**config.mk**
```make
export PLATFORM = sky130hd
export DESIGN_NAME = tblrd_unit
export DESIGN_NICKNAME = d
export VERILOG_FILES = /design/src/rtl/tbr_pkg.sv /design/src/rtl/tbr_page_reg.sv /design/src/rtl/tbr_ctrl.sv /design/src/rtl/tbr_fetch.sv /design/src/rtl/tblrd_unit.sv
export SDC_FILE = /design/constraint.sdc
export NUM_CORES = 1
export LEC_CHECK = 0
export ABC_AREA = 1
export BUFFER_PORTS_ARGS = -buffer_cell sky130_fd_sc_hd__buf_2
export CAP_MARGIN = 20
export CORE_MARGIN = 4
export CORE_UTILIZATION = 51
export CTS_CLUSTER_SIZE = 20
export DETAILED_ROUTE_END_ITERATION = 7
export PLACE_DENSITY = 0.78
export SLEW_MARGIN = 20
export SYNTH_ARGS = -nofsm -noshare
export SYNTH_HDL_FRONTEND = slang
export SYNTH_SLANG_ARGS = --single-unit
```
**constraint.sdc**
```tcl
create_clock -name clk -period 1.6 [get_ports clk]
set_input_delay 0.16 -clock clk [delete_from_list [all_inputs] [get_ports clk]]
set_output_delay 0.16 -clock clk [all_outputs]
set_load 0.05 [all_outputs]
```
**src/rtl/tbr_pkg.sv**
```systemverilog
package tbr_pkg;

  localparam int WORD_W = 24;
  localparam int RES_W  = 16;

  // Shape a fetched 24-bit word into the 16-bit result for the selected lane/size.
  function automatic logic [RES_W-1:0] shape_result(
    input logic [WORD_W-1:0] w,
    input logic              hi,
    input logic              byte_m,
    input logic              b0
  );
    logic [RES_W-1:0] r;
    unique case ({hi, byte_m})
      2'b00: r = w[15:0];
      2'b01: r = b0 ? {8'h00, w[15:8]} : {8'h00, w[7:0]};
      2'b10: r = {8'h00, w[23:16]};
      default: r = b0 ? 16'h0000 : {8'h00, w[23:16]};
    endcase
    return r;
  endfunction

  // True when a byte address lies in the unimplemented gap [lo, hi).
  function automatic logic in_gap(
    input logic [31:0] ea,
    input logic [31:0] lo,
    input logic [31:0] hi
  );
    return (ea >= lo) && (ea < hi);
  endfunction

endpackage

```
**src/rtl/tbr_page_reg.sv**
```systemverilog
module tbr_page_reg #(
  parameter int PAGE_W = 8,
  parameter int REG_W  = 16
) (
  input  logic              clk,
  input  logic              rst_n,
  input  logic              we,
  input  logic [REG_W-1:0]  wdata,
  output logic [PAGE_W-1:0] page,
  output logic [REG_W-1:0]  rdata
);

  localparam int PAD_W = REG_W - PAGE_W;

  logic [PAGE_W-1:0] page_q;
  logic [PAD_W-1:0]  unused_wr_hi;

  assign unused_wr_hi = wdata[REG_W-1:PAGE_W];

  always_ff @(posedge clk or negedge rst_n) begin
    if (!rst_n)  page_q <= '0;
    else if (we) page_q <= wdata[PAGE_W-1:0];
  end

  assign page  = page_q;
  assign rdata = {{PAD_W{1'b0}}, page_q};

  assert_page_write_R2: assert property (@(posedge clk) disable iff (!rst_n)
    we |=> (page == $past(wdata[PAGE_W-1:0])));

  assert_page_hold_R2: assert property (@(posedge clk) disable iff (!rst_n)
    !we |=> $stable(page));

endmodule

```
**src/rtl/tbr_ctrl.sv**
```systemverilog
module tbr_ctrl #(
  parameter int LATENCY = 5
) (
  input  logic clk,
  input  logic rst_n,
  input  logic req_valid,
  output logic req_ready,
  output logic accept,
  output logic issue,
  output logic capture,
  output logic finish,
  output logic done
);

  localparam int CW = $clog2(LATENCY + 1);

  generate
    if (LATENCY < 3) begin : g_bad_latency
      $error("tbr_ctrl: LATENCY must be at least 3");
    end
  endgenerate

  logic          busy_q;
  logic [CW-1:0] cnt_q;
  logic          done_q;

  assign req_ready = !busy_q;
  assign accept    = req_valid && !busy_q;
  assign issue     = busy_q && (cnt_q == CW'(1));
  assign capture   = busy_q && (cnt_q == CW'(2));
  assign finish    = busy_q && (cnt_q == CW'(LATENCY));

  always_ff @(posedge clk or negedge rst_n) begin
    if (!rst_n) begin
      busy_q <= 1'b0;
      cnt_q  <= '0;
      done_q <= 1'b0;
    end else begin
      done_q <= finish;
      if (accept) begin
        busy_q <= 1'b1;
        cnt_q  <= CW'(1);
      end else if (finish) begin
        busy_q <= 1'b0;
        cnt_q  <= '0;
      end else if (busy_q) begin
        cnt_q  <= cnt_q + CW'(1);
      end
    end
  end

  assign done = done_q;

  // Independent age counter for the latency window.
  logic [CW-1:0] age_q;
  always_ff @(posedge clk or negedge rst_n) begin
    if (!rst_n)                        age_q <= '0;
    else if (accept)                   age_q <= '0;
    else if (age_q != CW'(LATENCY))    age_q <= age_q + CW'(1);
  end

  assert_latency_R8: assert property (@(posedge clk) disable iff (!rst_n)
    $rose(done) |-> (age_q == CW'(LATENCY)));

  assert_done_pulse_R8: assert property (@(posedge clk) disable iff (!rst_n)
    done |=> !done);

  assert_busy_after_accept_R9: assert property (@(posedge clk) disable iff (!rst_n)
    accept |=> !req_ready);

  assert_one_issue_R12: assert property (@(posedge clk) disable iff (!rst_n)
    issue |=> !issue);

endmodule

```
**src/rtl/tbr_fetch.sv**
```systemverilog
module tbr_fetch #(
  parameter int          PAGE_W   = 8,
  parameter int          OFS_W    = 16,
  parameter logic [31:0] USER_END = 32'h0002_C000,
  parameter logic [31:0] CFG_BASE = 32'h0080_0000
) (
  input  logic                        clk,
  input  logic                        rst_n,
  input  logic                        accept,
  input  logic                        capture,
  input  logic                        finish,
  input  logic [PAGE_W-1:0]           page,
  input  logic [OFS_W-1:0]            req_ofs,
  input  logic                        req_hi,
  input  logic                        req_byte,
  input  logic [tbr_pkg::WORD_W-1:0]  mem_rdata,
  output logic [PAGE_W+OFS_W-2:0]     mem_addr,
  output logic                        gap,
  output logic [tbr_pkg::RES_W-1:0]   result
);

  localparam int EA_W = PAGE_W + OFS_W;

  logic [EA_W-1:0]            ea_q;
  logic                       hi_q, byte_q, gap_q;
  logic [tbr_pkg::WORD_W-1:0] word_q;
  logic [tbr_pkg::RES_W-1:0]  res_q;
  logic [EA_W-1:0]            ea_new;

  assign ea_new = {page, req_ofs};

  always_ff @(posedge clk or negedge rst_n) begin
    if (!rst_n) begin
      ea_q   <= '0;
      hi_q   <= 1'b0;
      byte_q <= 1'b0;
      gap_q  <= 1'b0;
      word_q <= '0;
      res_q  <= '0;
    end else begin
      if (accept) begin
        ea_q   <= ea_new;
        hi_q   <= req_hi;
        byte_q <= req_byte;
        gap_q  <= tbr_pkg::in_gap(32'(ea_new), USER_END, CFG_BASE);
      end
      if (capture) word_q <= gap_q ? '0 : mem_rdata;
      if (finish)  res_q  <= tbr_pkg::shape_result(word_q, hi_q, byte_q, ea_q[0]);
    end
  end

  assign mem_addr = ea_q[EA_W-1:1];
  assign gap      = gap_q;
  assign result   = res_q;

  assert_phantom_zero_R7: assert property (@(posedge clk) disable iff (!rst_n)
    (finish && hi_q && byte_q && ea_q[0]) |=> (result == '0));

  assert_gap_zero_R10: assert property (@(posedge clk) disable iff (!rst_n)
    (finish && gap_q) |=> (result == '0));

  assert_result_hold_R8: assert property (@(posedge clk) disable iff (!rst_n)
    !finish |=> $stable(result));

endmodule

```
**src/rtl/tblrd_unit.sv**
```systemverilog
module tblrd_unit #(
  parameter int          PAGE_W   = 8,
  parameter int          OFS_W    = 16,
  parameter int          REG_W    = 16,
  parameter int          LATENCY  = 5,
  parameter logic [31:0] USER_END = 32'h0002_C000,
  parameter logic [31:0] CFG_BASE = 32'h0080_0000
) (
  input  logic                        clk,
  input  logic                        rst_n,
  input  logic                        pg_we,
  input  logic [REG_W-1:0]            pg_wdata,
  output logic [REG_W-1:0]            pg_rdata,
  input  logic                        req_valid,
  output logic                        req_ready,
  input  logic [OFS_W-1:0]            req_ofs,
  input  logic                        req_hi,
  input  logic                        req_byte,
  output logic                        mem_rd_en,
  output logic [PAGE_W+OFS_W-2:0]     mem_addr,
  input  logic [tbr_pkg::WORD_W-1:0]  mem_rdata,
  output logic                        done,
  output logic [tbr_pkg::RES_W-1:0]   result
);

  logic [PAGE_W-1:0] page;
  logic accept, issue, capture, finish, gap;

  tbr_page_reg #(.PAGE_W(PAGE_W), .REG_W(REG_W)) u_page (
    .clk(clk), .rst_n(rst_n), .we(pg_we), .wdata(pg_wdata),
    .page(page), .rdata(pg_rdata)
  );

  tbr_ctrl #(.LATENCY(LATENCY)) u_ctrl (
    .clk(clk), .rst_n(rst_n), .req_valid(req_valid), .req_ready(req_ready),
    .accept(accept), .issue(issue), .capture(capture), .finish(finish),
    .done(done)
  );

  tbr_fetch #(
    .PAGE_W(PAGE_W), .OFS_W(OFS_W), .USER_END(USER_END), .CFG_BASE(CFG_BASE)
  ) u_fetch (
    .clk(clk), .rst_n(rst_n), .accept(accept), .capture(capture),
    .finish(finish), .page(page), .req_ofs(req_ofs), .req_hi(req_hi),
    .req_byte(req_byte), .mem_rdata(mem_rdata), .mem_addr(mem_addr),
    .gap(gap), .result(result)
  );

  assign mem_rd_en = issue && !gap;

  assert_no_gap_read_R10: assert property (@(posedge clk) disable iff (!rst_n)
    mem_rd_en |-> !tbr_pkg::in_gap(32'({mem_addr, 1'b0}), USER_END, CFG_BASE));

  assert_rd_pulse_R12: assert property (@(posedge clk) disable iff (!rst_n)
    mem_rd_en |=> !mem_rd_en);

  assert_addr_stable_R3: assert property (@(posedge clk) disable iff (!rst_n)
    (!req_ready && !$rose(done) && !accept) |=> $stable(mem_addr));

endmodule

```
==> results of run 1 <==
==> repair_timing <==
action / 4_1_cts / 5_1_grt
hold buffers: 1 / 0
endpoints found under the hold margin: 80 / 0
setup endpoints to repair: 1 / 13
buffers inserted: 1 / 0
resized for setup: 4 / 3
==> power by group through the flow <==
stage / Combinational, uW / Sequential [uW] / Clock, uW
detailed placement: 5250 / 3460 / 0
floorplan: 3670 / 4130 / 0
finish: 5310 / 3440 / 1290
global placement: 5130 / 3410 / 0
global route: 5770 / 3560 / 1420
CTS: 5320 / 3430 / 1320
==> metrics by stage <==
stage               total power, uW  setup TNS, ns  utilization (%)  area (um2)
global placement               8540              0             59.0        4280
floorplan                      7800              0                -        3850
CTS                           10100              0             61.8        4480
finish                        10000              0             61.9        4490
detailed placement             8710              0             59.0        4280
global route                  10700        -0.0596             61.9        4490
==> flip-flops by register name (all words and copies together), names as in the netlist <==
| signal | count |
|---|---|
| u_fetch.byte_q | 1 |
| u_ctrl.done | 1 |
| u_fetch.ea_q | 24 |
| u_page.page | 8 |
| u_ctrl.cnt_q | 3 |
| u_fetch.hi_q | 1 |
| u_fetch.word_q | 24 |
| u_fetch.gap | 1 |
| u_fetch.result | 16 |
| u_ctrl.busy_q | 1 |
==> per-layer routing <==
layer  global-route usage [%]  share of wire [%]  up-vias
li1                         -                  -     1498
met3                     7.01                9.6       21
met2                     32.3                 47      119
met5                        0               0.35        -
met4                     6.73                1.8        6
met1                     24.8                 41     1388
==> cell type report <==
class | instances | area, um2
Clock buffer | 12 | 145
Sequential cell | 80 | 2000
Inverter | 49 | 184
Fill cell | 634 | 2770
Multi-Input combinational cell | 259 | 1350
Timing Repair Buffer | 116 | 662
Tap cell | 99 | 124
Clock inverter | 4 | 20.0
==> cell families (layout without fill, tap and decap cells) <==
group                      count (synthesis)  after routing  share of synthesized area [%]
and+or+nand+nor                          176            176                           20.3
muxes                                     16             16                           4.72
DFF                                       80             80                           52.4
adders and majority gates                  3              3                          0.982
buffers and inverters                     97            181                           13.6
xor gates and xnor gates                   1              1                          0.229
AOI/OAI and AO/OA                         55             55                           7.76
other                                      1              8                         0.0981
==> worst min-delay path: cells and delay by family <==
kind | cells | cell delay [ns]
and+or+nand+nor | 1 | 0.04
AOI/OAI and AO/OA | 1 | 0.05
buffers and inverters | 1 | 0.07
==> cells in the mapped netlist (2+ instances only) <==
master / instances
nand3_1: 49
buf_6: 2
nor2_2: 2
buf_2: 6
or2_2: 8
mux2_2: 16
ha_1: 3
clkbuf_1: 4
buf_4: 35
nand2_1: 88
dfrtp_1: 80
a21oi_1: 4
inv_1: 45
o21ai_0: 42
clkinv_1: 2
nand2_2: 2
o31ai_1: 8
inv_2: 2
nor2_1: 24
==> worst paths after layout <==
check                                            endpoint  slack (ns)  cells past startpoint
max                                             mem_rd_en        0.05                      5
min                            u_page.page[2]$_DFFE_PN0P_        0.02                      3
max reg2reg                 u_fetch.word_q[3]$_DFFE_PN0P_        0.10                      7
min reg2reg                  u_fetch.ea_q[19]$_DFFE_PN0P_        0.48                      2
max in group asynchronous     u_ctrl.cnt_q[0]$_DFFE_PN0P_        0.87                      3
min in group asynchronous  u_fetch.result[10]$_DFFE_PN0P_        0.37                      3
==> impl_metrics.py, run 1 <==
metrics = {
    "outcome": {
        "outcome": "complete, no violations",
    },
    "worst_setup_path": {
        "startpoint": "u_ctrl.cnt_q[1]$_DFFE_PN0P_",
        "cp_cell_sequence": "inv_2 > ha_4 > nand2_1 > nor3_2 > buf_6",
        "path_class": "register to output pin",
        "cp_slowest_cell": "dfrtp_1",
        "slowest_delay_ns": 0.41,
        "critPathBufInv": 2,
        "arrival_ns": 1.39,
        "worstReg2RegStart": "u_ctrl.cnt_q[0]$_DFFE_PN0P_",
        "startpoint_type": "register",
        "cp-end-kind": "output pin",
        "path_delay_family": "flip-flops",
        "required_ns": 1.44,
        "critPathMaxFanout": 2,
    },
    "detailed_routing": {
        "drt_wl_total_um": 8300,
        "wire_per_inst_um": 13.4,
        "drt_first_pass_iters": 4,
        "drt_iter0_markers": 153,
        "drc": 0,
        "drtAntennaViolNets": 0,
        "drt-vias-per-instance": 4.90,
        "via_count": 3032,
    },
    "finish": {
        "drive_gt1_share_pct": 31.7,
        "n_antenna_cell": 0,
        "finalNonFillerCells": 619,
        "area_growth_pct": 17.5,
        "mostFrequentLayoutCells": "101 x buf_2, 88 x nand2_1, 79 x dfrtp_1, 49 x nand3_1, 44 x inv_1",
        "nets": 580,
        "mostFrequentLayoutCell": "buf_2",
    },
    "die": {
        "core-area_um2": 7250,
        "ios": 120,
        "fp-row-count": 31,
        "die_y_um": 94.6,
        "die_w_um": 94.6,
        "dieArea_um2": 8940,
        "start_util_pct": 52.7,
    },
    "synth": {
        "ys_types": 26,
        "ys_seq_area_share_pct": 52.4,
        "async_flop_share_pct": 100,
        "ys.flop_type": "dfrtp_1",
        "synth_edf_count": 0,
        "synth_cells": 429,
        "ys_warn_count": 0,
        "syn_area_per_cell_um2": 8.91,
        "synth_area_um2": 3820,
        "synth.top_cells.by_area": "dfrtp_1 52%, nand2_1 8.6%, buf_4 6.9%",
        "synth_seq_cells": 80,
        "netlist.top_cell.by_area": "dfrtp_1",
        "synth_top_cell_area_share_pct": 52.4,
    },
    "place": {
        "gp_congestion": 0.909,
        "portBuffers": 103,
        "dp_hpwl_um": 5940,
        "placedCellCount": 601,
        "pre_cts_slack_ns": 0.120,
    },
    "sta": {
        "period_minus_slack_ns": 1.55,
        "fin_crit_sh_pct": 96.7,
        "holdWs_ns": 0.0180,
        "skew_ns": 0.00832,
        "rsz0062_at_grt": "yes",
        "timing.fmax_mhz": 647,
        "timing.final.ws_setup_ns": 0.0534,
        "setup_viol": 0,
        "finalHoldViolations": 0,
        "slew_violations": 0,
    },
    "power": {
        "seqPwrFrac_pct": 34.3,
        "p_leak_uw": 0.00236,
        "power.density_nw_per_um2": 2240,
        "power.switching_uw": 5030,
        "pwr-share-clk_pct": 12.9,
        "worst_ir_drop_vdd_v": 0.00146,
        "p_int_uw": 5010,
        "sw_frac_of_total_pct": 50.1,
        "power_frac_comb_pct": 52.9,
    },
    "clock_tree": {
        "cts_buffer_depth": 2,
        "cts.htree.levels": 3,
        "clock_latency_ns": 0.34,
        "cts-root-buf": "clkbuf_8",
        "cts_buffers": 9,
        "clk_pin_slew_worst_paths_ns": 0.08,
        "cts_tree": "yes",
        "cts_sinks": 80,
    },
    "global_route": {
        "antenna_found_initial": 3,
        "grt_max_degree": 81,
        "grt_use_total_pct": 19.9,
        "grt_pass1_vias": 3038,
        "grt_overflow": 0,
        "grt_first_pass_wirelength_um": 13900,
    },
    "hold_path": {
        "hold_path_class": "primary input to register",
        "hp-start": "pg_wdata[2]",
    },
    "run": {
        "drv_cap": 0,
    },
}
(Power assumes the default switching activity.)
==> run 2, diff against run 1 <==
- MAX_ROUTING_LAYER: unset -> met4
==> impl_metrics.py, run 2 (same netlist as run 1, synthesis figures left out) <==
metrics = {
    "die": {
        "core-area_um2": 7250,
        "ios": 120,
        "dieArea_um2": 8940,
        "fp-row-count": 31,
        "die_y_um": 94.6,
        "die_w_um": 94.6,
        "start_util_pct": 52.7,
    },
    "clock_tree": {
        "cts.htree.levels": 3,
        "cts_buffers": 9,
        "cts_buffer_depth": 2,
        "cts_tree": "yes",
        "cts-root-buf": "clkbuf_8",
        "cts_sinks": 80,
        "clock_latency_ns": 0.34,
        "clk_pin_slew_worst_paths_ns": 0.08,
    },
    "worst_setup_path": {
        "critPathMaxFanout": 2,
        "required_ns": 1.44,
        "worstReg2RegStart": "u_ctrl.cnt_q[0]$_DFFE_PN0P_",
        "arrival_ns": 1.38,
        "r2r_cells": 7,
        "cp-end-kind": "output pin",
        "startpoint_type": "register",
        "r2r-end": "u_fetch.word_q[3]$_DFFE_PN0P_",
        "path_class": "register to output pin",
        "r2r_slack_ns": 0.11,
    },
    "sta": {
        "skew_ns": 0.00870,
        "tns_ns": 0,
        "fin_crit_sh_pct": 96.2,
        "setup_viol": 0,
        "period_minus_slack_ns": 1.54,
        "slew_violations": 0,
        "timing.fmax_mhz": 650,
        "rsz0062_at_grt": "yes",
        "finalHoldViolations": 0,
    },
    "finish": {
        "drive_gt1_share_pct": 31.7,
        "nets": 580,
        "mostFrequentLayoutCell": "buf_2",
        "fin_area_um2": 4500,
        "mostFrequentLayoutCells": "101 x buf_2, 88 x nand2_1, 79 x dfrtp_1, 49 x nand3_1, 44 x inv_1",
        "area_growth_pct": 17.6,
    },
    "place": {
        "place_area_um2": 4280,
        "gp_congestion": 0.924,
        "dp_hpwl_um": 5940,
        "portBuffers": 103,
    },
    "detailed_routing": {
        "drt_wl_total_um": 8280,
        "wire_per_inst_um": 13.3,
        "drt_iter0_markers": 165,
        "drt_first_pass_iters": 4,
        "drt-vias-per-instance": 4.83,
        "drc": 0,
        "via_count": 3003,
        "drtAntennaViolNets": 0,
    },
    "global_route": {
        "grt_pass1_vias": 3036,
        "antenna_found_initial": 3,
        "grt_use_total_pct": 20.4,
        "grt_overflow": 0,
        "grt_first_pass_wirelength_um": 13900,
        "grt_max_degree": 81,
    },
    "hold_path": {
        "hold_depth": 3,
        "hold_path_class": "primary input to register",
        "hp-start": "pg_wdata[2]",
        "hold_end": "u_page.page[2]$_DFFE_PN0P_",
    },
    "outcome": {
        "outcome": "complete, no violations",
    },
    "power": {
        "worst_ir_drop_vdd_v": 0.00146,
        "power.density_nw_per_um2": 2230,
        "p_leak_uw": 0.00236,
    },
    "run": {
        "drv_cap": 0,
    },
}
[run 2: per-layer routing]
layer | GRT usage, % | up-vias | share of wire, %
li1 | - | 1505 | -
met1 | 25.4 | 1361 | 42
met2 | 32.3 | 123 | 47
met3 | 5.18 | 14 | 8.8
met4 | 7.81 | 0 | 1.9
met5 | - | - | 0
[run 2: worst max-delay path, stage by stage, from the launching register on]
cell and delay [ns]:
dfrtp_1 0.41, inv_2 0.10, ha_4 0.15, nand2_1 0.06, nor3_2 0.14, buf_6 0.19
[run 2: how the worst max path moves through the flow]
stage                                               end  slack [ns]  cells past startpoint                         from
after detailed placement  u_fetch.word_q[0]$_DFFE_PN0P_        0.12                      7  u_ctrl.cnt_q[0]$_DFFE_PN0P_
after global placement    u_fetch.result[3]$_DFFE_PN0P_        0.19                      8  u_ctrl.cnt_q[1]$_DFFE_PN0P_
final                                         mem_rd_en        0.06                      5  u_ctrl.cnt_q[1]$_DFFE_PN0P_
after global routing                          mem_rd_en       -0.04                      5  u_ctrl.cnt_q[1]$_DFFE_PN0P_
after floorplan                               mem_rd_en        0.11                      4  u_ctrl.cnt_q[1]$_DFFE_PN0P_
after CTS                                     mem_rd_en        0.02                      5  u_ctrl.cnt_q[1]$_DFFE_PN0P_
[run 2: what timing repair did]
item | CTS | global route
hold buffers | 1 | 0
hold endpoints to repair | 80 | 0
gates resized for setup | 4 | 3
buffers inserted | 1 | 0
setup endpoints to repair | 1 | 13
pin swaps | 0 | 0
[run 2: where the power goes]
part	internal [uW]	switching [uW]	total [uW]
Combinational	1510	3790	5300
Clock	597	688	1290
Sequential	2900	538	3440
[run 2: cell type report]
| class | count | area [um2] |
|---|---|---|
| antenna | 3 | 7.51 |
| clock buffer | 12 | 145 |
| clock inverter | 4 | 20.0 |
| fill | 634 | 2760 |
| inverter | 49 | 184 |
| multi-input combinational | 259 | 1350 |
| sequential | 80 | 2000 |
| tap | 99 | 124 |
| timing repair buffer | 116 | 662 |
[run 2: stage by stage]
stage | std cells | worst slack [ns] | hold WS (ns) | util, % | total power, uW
final | 622 | 0.0610 | 0.0212 | 62.0 | 10000
after global routing | 622 | -0.0425 | 0.0222 | 62.0 | 10700
after CTS | 619 | 0.0245 | 0.0106 | 61.8 | 10100
after detailed placement | 601 | 0.120 | 0.219 | 59.0 | 8710
after global placement | 601 | 0.192 | 0.216 | 59.0 | 8540
after floorplan | 436 | 0.106 | -0.136 | - | 7800
==> run 3, diff against run 2 <==
- ABC_AREA: 1 -> unset
==> impl_metrics.py, run 3 <==
metrics = {
    "detailed_routing": {
        "drt_first_pass_iters": 5,
        "drc": 0,
        "drt_wl_total_um": 7550,
        "wire_per_inst_um": 14.8,
        "drtAntennaViolNets": 0,
        "drt-vias-per-instance": 4.96,
        "drt_iter0_markers": 83,
        "via_count": 2537,
    },
    "clock_tree": {
        "clk_pin_slew_worst_paths_ns": 0.08,
        "cts_sinks": 80,
        "cts_buffers": 9,
        "cts.htree.levels": 3,
        "cts_buffer_depth": 2,
        "clock_latency_ns": 0.34,
        "cts-root-buf": "clkbuf_8",
        "cts_tree": "yes",
    },
    "power": {
        "power.density_nw_per_um2": 2310,
        "finalPower_uw": 10100,
        "p_leak_uw": 0.00223,
        "worst_ir_drop_vdd_v": 0.00122,
    },
    "worst_setup_path": {
        "critPathBufInv": 2,
        "path_class": "register to output pin",
        "slowest_delay_ns": 0.42,
        "arrival_ns": 1.35,
        "startpoint_type": "register",
        "path_delay_family": "flip-flops",
        "cp-end-kind": "output pin",
        "cp_slowest_cell": "dfrtp_1",
        "critPathMaxFanout": 4,
        "required_ns": 1.44,
        "cp_cell_sequence": "inv_2 > ha_4 > nor4b_4 > buf_6",
    },
    "global_route": {
        "grt_max_degree": 49,
        "grt_first_pass_wirelength_um": 12200,
        "grt_overflow": 0,
        "grt_pass1_vias": 2608,
        "grt_use_total_pct": 18.4,
        "antenna_found_initial": 2,
    },
    "sta": {
        "setup_viol": 0,
        "finalHoldViolations": 0,
        "period_minus_slack_ns": 1.51,
        "timing.final.ws_setup_ns": 0.0864,
        "timing.fmax_mhz": 661,
        "slew_violations": 0,
        "skew_ns": 0.0102,
        "fin_crit_sh_pct": 94.6,
        "holdWs_ns": 0.0407,
        "rsz0062_at_grt": "yes",
    },
    "die": {
        "ios": 120,
        "core-area_um2": 6940,
        "start_util_pct": 53.8,
        "fp-row-count": 30,
        "die_w_um": 93.6,
        "die_y_um": 93.6,
        "dieArea_um2": 8760,
    },
    "place": {
        "place_area_um2": 4130,
        "pre_cts_slack_ns": 0.145,
        "gp_congestion": 0.824,
        "portBuffers": 103,
        "dp_hpwl_um": 5510,
    },
    "synth": {
        "syn_area_per_cell_um2": 11.4,
        "ys.flop_type": "dfrtp_1",
        "synth_seq_cells": 80,
        "synth_cells": 328,
        "synth.top_cells.by_area": "dfrtp_1 54%, mux2_4 7.2%, mux2_2 7.2%",
        "synthTopCellsByCount": "80 x dfrtp_1, 52 x nand2_1, 32 x buf_4",
        "netlist.top_cell.by_area": "dfrtp_1",
        "async_flop_share_pct": 100,
        "ys_seq_area_share_pct": 53.6,
        "synth_edf_count": 0,
        "synth_area_um2": 3740,
        "yosys.cell_count.top_type": "dfrtp_1",
        "ys_types": 33,
        "synth_top_cell_area_share_pct": 53.6,
        "ys_warn_count": 0,
    },
    "finish": {
        "nets": 473,
        "fin_area_um2": 4380,
        "fin_util_pct": 63.0,
        "mostFrequentLayoutCells": "101 x buf_2, 78 x dfrtp_1, 52 x nand2_1, 25 x o21ai_0",
        "mostFrequentLayoutCell": "buf_2",
        "drive_gt1_share_pct": 42.6,
        "area_growth_pct": 17.1,
    },
    "hold_path": {
        "hold_path_class": "primary input to register",
    },
    "outcome": {
        "outcome": "complete, no violations",
    },
    "run": {
        "drv_cap": 0,
    },
}
## run 3: changes by cell type in the layout (fill, tap and decap cells not counted), moves of 4 or more
cell      before  now
mux2_2        16   24
mux2_4         0   18
nand4b_1       0    8
a31oi_1        0    8
or2_2          8    0
o21ai_0       42   25
nand3_1       49    8
nor2_1        24   11
nand2_1       88   52
a21oi_1        4    0
o31ai_1        8    2
inv_1         44    2
buf_4         10    6
nand2b_1       0   24
## run 3: worst paths after layout
kind	startpoint	to	slack (ns)	depth (start not counted)
worst min register to register	u_fetch.result[10]$_DFFE_PN0P_	u_fetch.result[10]$_DFFE_PN0P_	0.46	2
max in group asynchronous	rst_n	u_fetch.ea_q[10]$_DFFE_PN0P_	0.75	3
worst max-delay path	u_ctrl.cnt_q[1]$_DFFE_PN0P_	mem_rd_en	0.09	4
min in group asynchronous	rst_n	u_fetch.result[13]$_DFFE_PN0P_	0.25	2
worst min-delay path	req_hi	u_fetch.hi_q$_DFFE_PN0P_	0.04	2
worst max register to register	u_ctrl.busy_q$_DFFE_PN0P_	u_fetch.ea_q[2]$_DFFE_PN0P_	0.22	2
## run 3: logic make-up after synthesis
group / Yosys count / synth area share, %
simple gates: 110 / 14.8
buf+inv: 53 / 9.85
mux: 43 / 14.7
compound gates: 38 / 5.89
other cells: 1 / 0.100
fa+ha+maj: 3 / 1.00
flops: 80 / 53.6
## run 3: layout make-up
class	count	area (um2)
Tap cell	96	120
Inverter	4	15.0
Timing Repair Buffer	111	612
Clock buffer	13	159
Antenna cell	2	5.00
Sequential cell	80	2000
Fill cell	589	2570
Multi-Input combinational cell	202	1420
Clock inverter	3	40.0
## run 3: repair_timing
item | 4_1_cts | 5_1_grt
hold buffers | 1 | 0
hold endpoints to repair | 20 | 0
setup buffers | 0 | 1
pin swaps | 0 | 0
setup endpoints to repair | 1 | 2
gates resized for setup | 3 | 4
## run 3: power by group
part           switching, uW  leakage [uW]  total, uW  internal [uW]
clock                    669      0.000103       1470            803
sequential               683      0.000981       3610           2930
combinational           3320       0.00114       5040           1720
## run 3: per-layer routing
| metal | vias to the layer above | track usage, % | share of wire, % |
|---|---|---|---|
| met5 | - | - | 0 |
| met4 | 0 | 7.94 | 1.4 |
| met3 | 11 | 5.07 | 7.3 |
| met2 | 87 | 28.8 | 49 |
| met1 | 1213 | 22.5 | 43 |
| li1 | 1226 | - | - |
## run 3: worst register-to-register path, stage by stage (launching register included)
cell and delay [ns]:
dfrtp_2 0.42, nand2b_4 0.45, mux2_2 0.40
## run 3: through the flow
stage                     setup TNS [ns]  std cells
final                                  0        511
after detailed placement               0        491
after CTS                              0        508
after floorplan                        0        335
after global placement                 0        491
after global routing             -0.0173        511
